--- src/rtl/iso_rx_pkg.sv ---
package iso_rx_pkg;

  // Strobes sent from the control to the level datapath
  typedef struct packed {
    logic takeSet;    // load level 1
    logic takeClr;    // load level 0
    logic forceDef;   // load the default level (watchdog expiry)
  } rxStrobe_t;

endpackage

--- src/rtl/iso_rx_ctrl.sv ---
module iso_rx_ctrl
  import iso_rx_pkg::*;
#(
  parameter int TIMEOUT_CYCLES = 25000
) (
  input  logic      clk,
  input  logic      rst_n,
  input  logic      setPulse,
  input  logic      clrPulse,
  input  logic      wdogEnN,
  output rxStrobe_t strobe,
  output logic      tripFlag
);

  localparam int CNT_W = $clog2(TIMEOUT_CYCLES + 1);
  localparam logic [CNT_W-1:0] LAST_IDLE = CNT_W'(TIMEOUT_CYCLES - 1);
  localparam logic [CNT_W-1:0] CNT_MAX   = CNT_W'(TIMEOUT_CYCLES);

  logic [CNT_W-1:0] idleCnt;
  logic             anyPulse;
  logic             expireNow;

  assign anyPulse  = setPulse | clrPulse;
  assign expireNow = !wdogEnN && !anyPulse && !tripFlag && (idleCnt == LAST_IDLE);

  always_comb begin
    strobe.takeSet  = setPulse & ~clrPulse;
    strobe.takeClr  = clrPulse & ~setPulse;
    strobe.forceDef = expireNow;
  end

  always_ff @(posedge clk) begin
    if (!rst_n) begin
      idleCnt  <= '0;
      tripFlag <= 1'b0;
    end else if (wdogEnN || anyPulse) begin
      idleCnt  <= '0;
      tripFlag <= 1'b0;
    end else if (!tripFlag) begin
      idleCnt <= idleCnt + 1'b1;
      if (expireNow) tripFlag <= 1'b1;
    end
  end

  AST_CNT_BOUND: assert property (@(posedge clk) disable iff (!rst_n)
    idleCnt <= CNT_MAX) else $error("idle count overran");
  AST_NO_TRIP_DISABLED: assert property (@(posedge clk) disable iff (!rst_n)
    wdogEnN |=> !tripFlag) else $error("trip while disabled");
  AST_TRIP_AFTER_IDLE: assert property (@(posedge clk) disable iff (!rst_n)
    $rose(tripFlag) |-> $past(!setPulse && !clrPulse && !wdogEnN)) else $error("trip without idle");
  AST_PULSE_CLEARS_TRIP: assert property (@(posedge clk) disable iff (!rst_n)
    (setPulse || clrPulse) |=> !tripFlag) else $error("trip survived a pulse");

endmodule

--- src/rtl/iso_rx_datapath.sv ---
module iso_rx_datapath
  import iso_rx_pkg::*;
#(
  parameter logic DEFAULT_LEVEL = 1'b1
) (
  input  logic      clk,
  input  logic      rst_n,
  input  rxStrobe_t strobe,
  output logic      levelQ
);

  always_ff @(posedge clk) begin
    if (!rst_n)               levelQ <= DEFAULT_LEVEL;
    else if (strobe.forceDef) levelQ <= DEFAULT_LEVEL;
    else if (strobe.takeSet)  levelQ <= 1'b1;
    else if (strobe.takeClr)  levelQ <= 1'b0;
  end

  AST_SET_HIGH: assert property (@(posedge clk) disable iff (!rst_n)
    strobe.takeSet |=> levelQ) else $error("set did not raise level");
  AST_CLR_LOW: assert property (@(posedge clk) disable iff (!rst_n)
    strobe.takeClr |=> !levelQ) else $error("clear did not lower level");
  AST_FORCE_DEFAULT: assert property (@(posedge clk) disable iff (!rst_n)
    strobe.forceDef |=> (levelQ == DEFAULT_LEVEL)) else $error("default not applied");

endmodule

--- src/rtl/iso_rx_decoder.sv ---
module iso_rx_decoder
  import iso_rx_pkg::*;
#(
  parameter int   TIMEOUT_CYCLES = 25000,
  parameter logic DEFAULT_LEVEL  = 1'b1
) (
  input  logic clk,
  input  logic rst_n,
  input  logic setPulse,
  input  logic clrPulse,
  input  logic wdogEnN,
  output logic dataOut,
  output logic wdogTrip
);

  rxStrobe_t strobe;

  iso_rx_ctrl #(.TIMEOUT_CYCLES(TIMEOUT_CYCLES)) uCtrl (
    .clk(clk), .rst_n(rst_n), .setPulse(setPulse), .clrPulse(clrPulse),
    .wdogEnN(wdogEnN), .strobe(strobe), .tripFlag(wdogTrip)
  );

  iso_rx_datapath #(.DEFAULT_LEVEL(DEFAULT_LEVEL)) uData (
    .clk(clk), .rst_n(rst_n), .strobe(strobe), .levelQ(dataOut)
  );

  AST_TRIP_DEFAULT: assert property (@(posedge clk) disable iff (!rst_n)
    wdogTrip |-> (dataOut == DEFAULT_LEVEL)) else $error("tripped but not default");
  AST_BOTH_HOLD: assert property (@(posedge clk) disable iff (!rst_n)
    (setPulse && clrPulse) |=> $stable(dataOut)) else $error("conflict changed level");
  AST_DISABLED_HOLD: assert property (@(posedge clk) disable iff (!rst_n)
    (wdogEnN && !setPulse && !clrPulse) |=> $stable(dataOut)) else $error("idle disabled level moved");

endmodule

--- config.mk ---
export PLATFORM = sky130hd
export DESIGN_NAME = iso_rx_decoder
export DESIGN_NICKNAME = d
export VERILOG_FILES = /design/src/rtl/iso_rx_pkg.sv /design/src/rtl/iso_rx_ctrl.sv /design/src/rtl/iso_rx_datapath.sv /design/src/rtl/iso_rx_decoder.sv
export SDC_FILE = /design/constraint.sdc
export NUM_CORES = 1
export LEC_CHECK = 0
export ABC_AREA = 1
export BUFFER_PORTS_ARGS = -buffer_cell sky130_fd_sc_hd__buf_2
export CAP_MARGIN = 20
export CORE_MARGIN = 2
export CORE_UTILIZATION = 60
export CTS_BUF_LIST = sky130_fd_sc_hd__clkbuf_8
export DETAILED_ROUTE_END_ITERATION = 8
export PLACE_DENSITY_LB_ADDON = 0.15
export SETUP_SLACK_MARGIN = 0.2
export SYNTH_ARGS = -nofsm -noshare
export SYNTH_HDL_FRONTEND = slang
export SYNTH_SLANG_ARGS = --single-unit
--- constraint.sdc ---
create_clock -name clk -period 1.5 [get_ports clk]
set_input_delay 0.45 -clock clk [delete_from_list [all_inputs] [get_ports clk]]
set_output_delay 0.45 -clock clk [all_outputs]
set_load 0.01 [all_outputs]
# --- Yosys cells after proc, flatten, opt, wreduce, memory -nomap -nowiden ---
# Index checks and enable logic that the tools add are counted.
word_totals:
  wordCells: 22
  output_inout_bits: 2
  in_bits: 5
  register_bits: 17
op_classes:
  bitwise_logic: 6
  addsub: 1
  eq_ne: 1
  n_mux: 2
  n_reduce_logical: 9
ops:
  columns: ["op", "n"]
  rows:
  - ["adder 15 x 1 -> 15 bit (second input constant)", 1]
  - ["equality test 15 bit (second input constant)", 1]
  - ["logical AND 1 bit", 3]
  - ["logical NOT 1 bit", 3]
  - ["NOT 1 bit", 3]
  - ["OR reduction 3 bit", 1]
  - ["bitwise AND 1 bit", 2]
  - ["two-way mux 1 bit", 2]
  - ["OR reduction 2 bit", 1]
  - ["logical OR 1 bit", 1]
  - ["bitwise OR 1 bit", 1]

# --- Logic depth before layout (Yosys ltp) ---
depth:
  ltp_word: 7
  mapped_depth: 8
  depth_no_buf: 8

# --- Hierarchy ---
# From an unflattened synthesis, not the netlist that was laid out.
hier_totals:
  cells_unflattened: 145
  hier_area_um2: 974.7
by_module_without_submodules:
  columns: ["module", "area_per_inst_um2", "n_inst", "cells_each", "seq_area_each_um2"]
  rows:
  - ["iso_rx_ctrl", 928.4, 1, 138, 320.3]
  - ["iso_rx_datapath", 46.3, 1, 7, 20.0]

# --- Worst setup path before layout ---
# Ideal clock, no wire load.
synth_timing:
  path_kind: "register to register"
  start: "reg uCtrl.idleCnt[0]"
  end: "reg uCtrl.idleCnt[8]"
  t_required_ns: 1.383
  arrival_ns: 1.047
  stages_incl_launch_ff: 9
  period_less_slack_ns: 1.165
  setup_time_ns: 0.117
  slack_ns: 0.335
  n_path_buf: 0
  path_cell_list: "dfxtp_1 -> ha_1 -> inv_1 -> nor2_2 -> nand3_4 -> nor2_2 -> nand2_1 -> nand2_1 -> nor2_1"
synth_via:
  elab_chain_cells: 1
synth_rtl:
  columns: ["item", "line", "rtl"]
  rows:
  - ["from (decl)", "iso_rx_ctrl.sv:19", "logic [CNT_W-1:0] idleCnt;"]
  - ["from (signal assigned)", "iso_rx_ctrl.sv:40", "idleCnt <= idleCnt + 1'b1;"]
  - ["adder 15 x 1 -> 15 bit", "iso_rx_ctrl.sv:40", null]
# No other way between the ends.
# A chain may end at the register's enable or synchronous reset.

# --- Worst setup path in the final report ---
layout_timing:
  start: "reg uCtrl.tripFlag"
  end: "out wdogTrip"
layout_rtl:
  columns: ["item", "line", "rtl"]
  rows:
  - ["from (decl)", "iso_rx_ctrl.sv:12", "output logic tripFlag"]
  - ["from (signal assigned)", "iso_rx_ctrl.sv:35", "tripFlag <= 1'b0;"]
  - ["from (signal assigned)", "iso_rx_ctrl.sv:38", "tripFlag <= 1'b0;"]
  - ["from (signal assigned)", "iso_rx_ctrl.sv:41", "if (expireNow) tripFlag <= 1'b1;"]
  - ["to (decl)", "iso_rx_decoder.sv:13", "output logic wdogTrip"]
# No word-level cell between the ends.

==> metrics.cfg <==
[power_and_ir_drop]
switching_share=0.210
max-vdd-ir-drop_mv=0.525
combPwrFrac=0.030
leakagePower_nw=0.448
p_int_mw=0.645
p_clk_frac=0.414
seqPwrFrac=0.555
power_density_nw_per_um2=755
p_sw_mw=0.172

[grt]
met3_usage=0.0417
grtUsageTotal=0.241
top_usage_layer=met2
grt_first_pass_wirelength_um=3370
antenna_found_initial=0
grt_max_degree=11
met1_usage=0.296
grt_use_met2=0.412
grt.overflow.total=0
grt_pass1_vias=822

[flow_run]
maxCapViolCount=0

[cells_and_area]
fill_cells=126
fin_nets=169
antennaDiodeCount=0
regArea_um2=347
multiInputGateArea_um2=524
utilization=0.727
synthToLayoutAreaGrowth_pct=15.2
drive_above_1_share=0.210
fin_area_um2=1080

[critical_path]
cp.required_ns=1.05
critPathKind=flop to primary output
cpPeakStageDelay_ns=0.40
startpoint_type=flop
cp-end-kind=primary output
arrival_ns=0.80
cpLargestDelayFamily=flip-flops
critPathMaxFanout=7
critPathSlowestCell=dfxtp_4
crit_buf_inv=1
cp_cell_sequence=buf_2

[cts]
cts.sinks=17
cts-buffers-inserted=3
clk-insertion-delay-late_ns=0.25
clk_path_buf_depth=2
root_buffer=clkbuf_8
cts_tree=done
htree_levels=1
path_clk_slew_ns=0.07

[synthesis]
synth_fa_ha_area_frac=0.0133
ys_seq_area_frac=0.362
synthMuxAreaShare=0
synth_nets=155
ys_warn_count=0
ys_ff_latch=17
synth_top_family_by_area=simple AND/OR/NAND/NOR gates
syn_avg_cell_area_um2=6.31
synth_xor_area_frac=0
synth_compound_area_frac=0.0999
synthSimpleGateAreaFrac=0.427
syn_inst=149
syn-cell-area_um2=940
synth_cell_types=21

[floorplanning]
design.core.area_um2=1490
initial_utilization=0.631
rows=14
die_h_um=43.6
dieWidth_um=43.6
die_area_um2=1900
io_pins=7

[sta]
tns_ns=0
fin_crit_ns=1.25
maxSlewViolCount=0
max_freq_mhz=803
rsz0062_at_grt=yes
setup_viol=0
final.setup_skew_ns=0.00167
post-route-period-util=0.830
worstMarginPinSlew_ns=0.217
maxSlewHeadroom=0.855
final_hold_viol_count=0

[drt]
drt-total-wl_um=1960
vias_per_cell=5.09
ant_nets=0
drtIter0Drc=28
first_pass_iters=4
post_drt_wl_per_cell_um=11.0
drc_errors=0
num_vias=906

[placed_design]
place_area_um2=992
gp_congestion=0.797
place.detailed.hpwl_um=1480
numPortBuffers=6

[run_status]
status=finished, final reports clean

[worst_hold_path]
hold_class=input pin to flop

## synthesized netlist by cell type
cell type,instances,share of area
a21oi_1,6,0.032
buf_2,1,0.0053
clkinv_1,2,0.0080
dfxtp_1,17,0.36
ha_1,1,0.013
inv_1,18,0.072
inv_2,3,0.012
nand2_1,42,0.17
nand2_2,4,0.027
nand2_4,1,0.012
nand3_1,5,0.027
nand3_4,1,0.019
nand4_1,1,0.0067
nor2_1,30,0.12
nor2_2,4,0.027
nor2_4,1,0.012
nor3_1,2,0.011
o21ai_0,4,0.021
o21ai_1,2,0.011
o21bai_1,3,0.024
o21bai_2,1,0.012
## flip-flops by register name, summed over array words and instances, names as in the netlist
name / flops
uCtrl.idleCnt: 15
uData.levelQ: 1
uCtrl.tripFlag: 1
## logic make-up (layout without fill, tap and decap cells)
group / count (synthesis) / count (layout)
and+or+nand+nor: 91 / 91
buffers and inverters: 24 / 37
DFF: 17 / 17
AOI/OAI and AO/OA: 16 / 16
adders and majority gates: 1 / 1
## layout make-up
| type | instances | share of cell area |
|---|---|---|
| well taps | 16 | 0.0185 |
| multi-input cells | 108 | 0.484 |
| repair buffers | 10 | 0.0555 |
| flip-flops and latches | 17 | 0.320 |
| clock buffers | 3 | 0.0382 |
| inverters | 23 | 0.0798 |
| clock inverters | 1 | 0.00347 |
## routing by layer
layer | vias up | part of all wire
li1 | 479 | -
met2 | 25 | 0.48
met1 | 397 | 0.47
met4 | 0 | 0.015
met3 | 5 | 0.035
met5 | - | 0
## through the flow
stage	setup WS, ns	cells	power (mW)	hold WS, ns
after detailed placement	0.204	171	0.489	0.483
after floorplan	0.335	149	0.478	0.460
final	0.255	178	0.817	0.396
after CTS	0.215	175	0.823	0.398
after global placement	0.242	171	0.488	0.483
after global routing	0.167	178	0.840	0.407
## cell usage in the layout (no fill, tap or decap), types with 2 or more instances in the layout
cell type	netlist	routed
a21oi_1	6	5
buf_2	1	6
buf_4	0	4
clkbuf_8	0	3
clkinv_1	2	2
dfxtp_1	17	14
dfxtp_2	0	2
inv_1	18	19
inv_2	3	3
nand2_1	42	42
nand2_2	4	4
nand3_1	5	4
nor2_1	30	29
nor2_2	4	4
nor2_4	1	2
nor3_1	2	2
o21ai_0	4	4
o21ai_1	2	2
o21bai_1	3	3
## power by group through the flow
stage,logic [mW],registers (mW),clock network [mW]
floorplan,0.0118,0.466,0
global placement,0.0225,0.466,0
detailed placement,0.0232,0.466,0
CTS,0.0232,0.456,0.344
global route,0.0288,0.454,0.358
finish,0.0247,0.454,0.338
## what timing repair did
action / in CTS / in global routing
pin swaps: 0 / 4
setup endpoints to repair: 3 / 9
setup buffers: 0 / 3
hold buffers: 0 / 0
gates resized for setup: 2 / 6
## worst paths after layout
path,cells after the start,slack (ns),to,startpoint
setup / recovery,1,0.25,wdogTrip,uCtrl.tripFlag$_SDFF_PP0_
hold reg to reg,2,0.50,uCtrl.idleCnt[7]$_SDFFE_PP0N_,uCtrl.idleCnt[7]$_SDFFE_PP0N_
hold / removal,2,0.40,uData.levelQ$_SDFFE_PP1P_,rst_n
setup reg to reg,7,0.28,uCtrl.tripFlag$_SDFF_PP0_,uCtrl.idleCnt[0]$_SDFFE_PP0N_
Note: power is estimated with default switching activity, not from simulation.
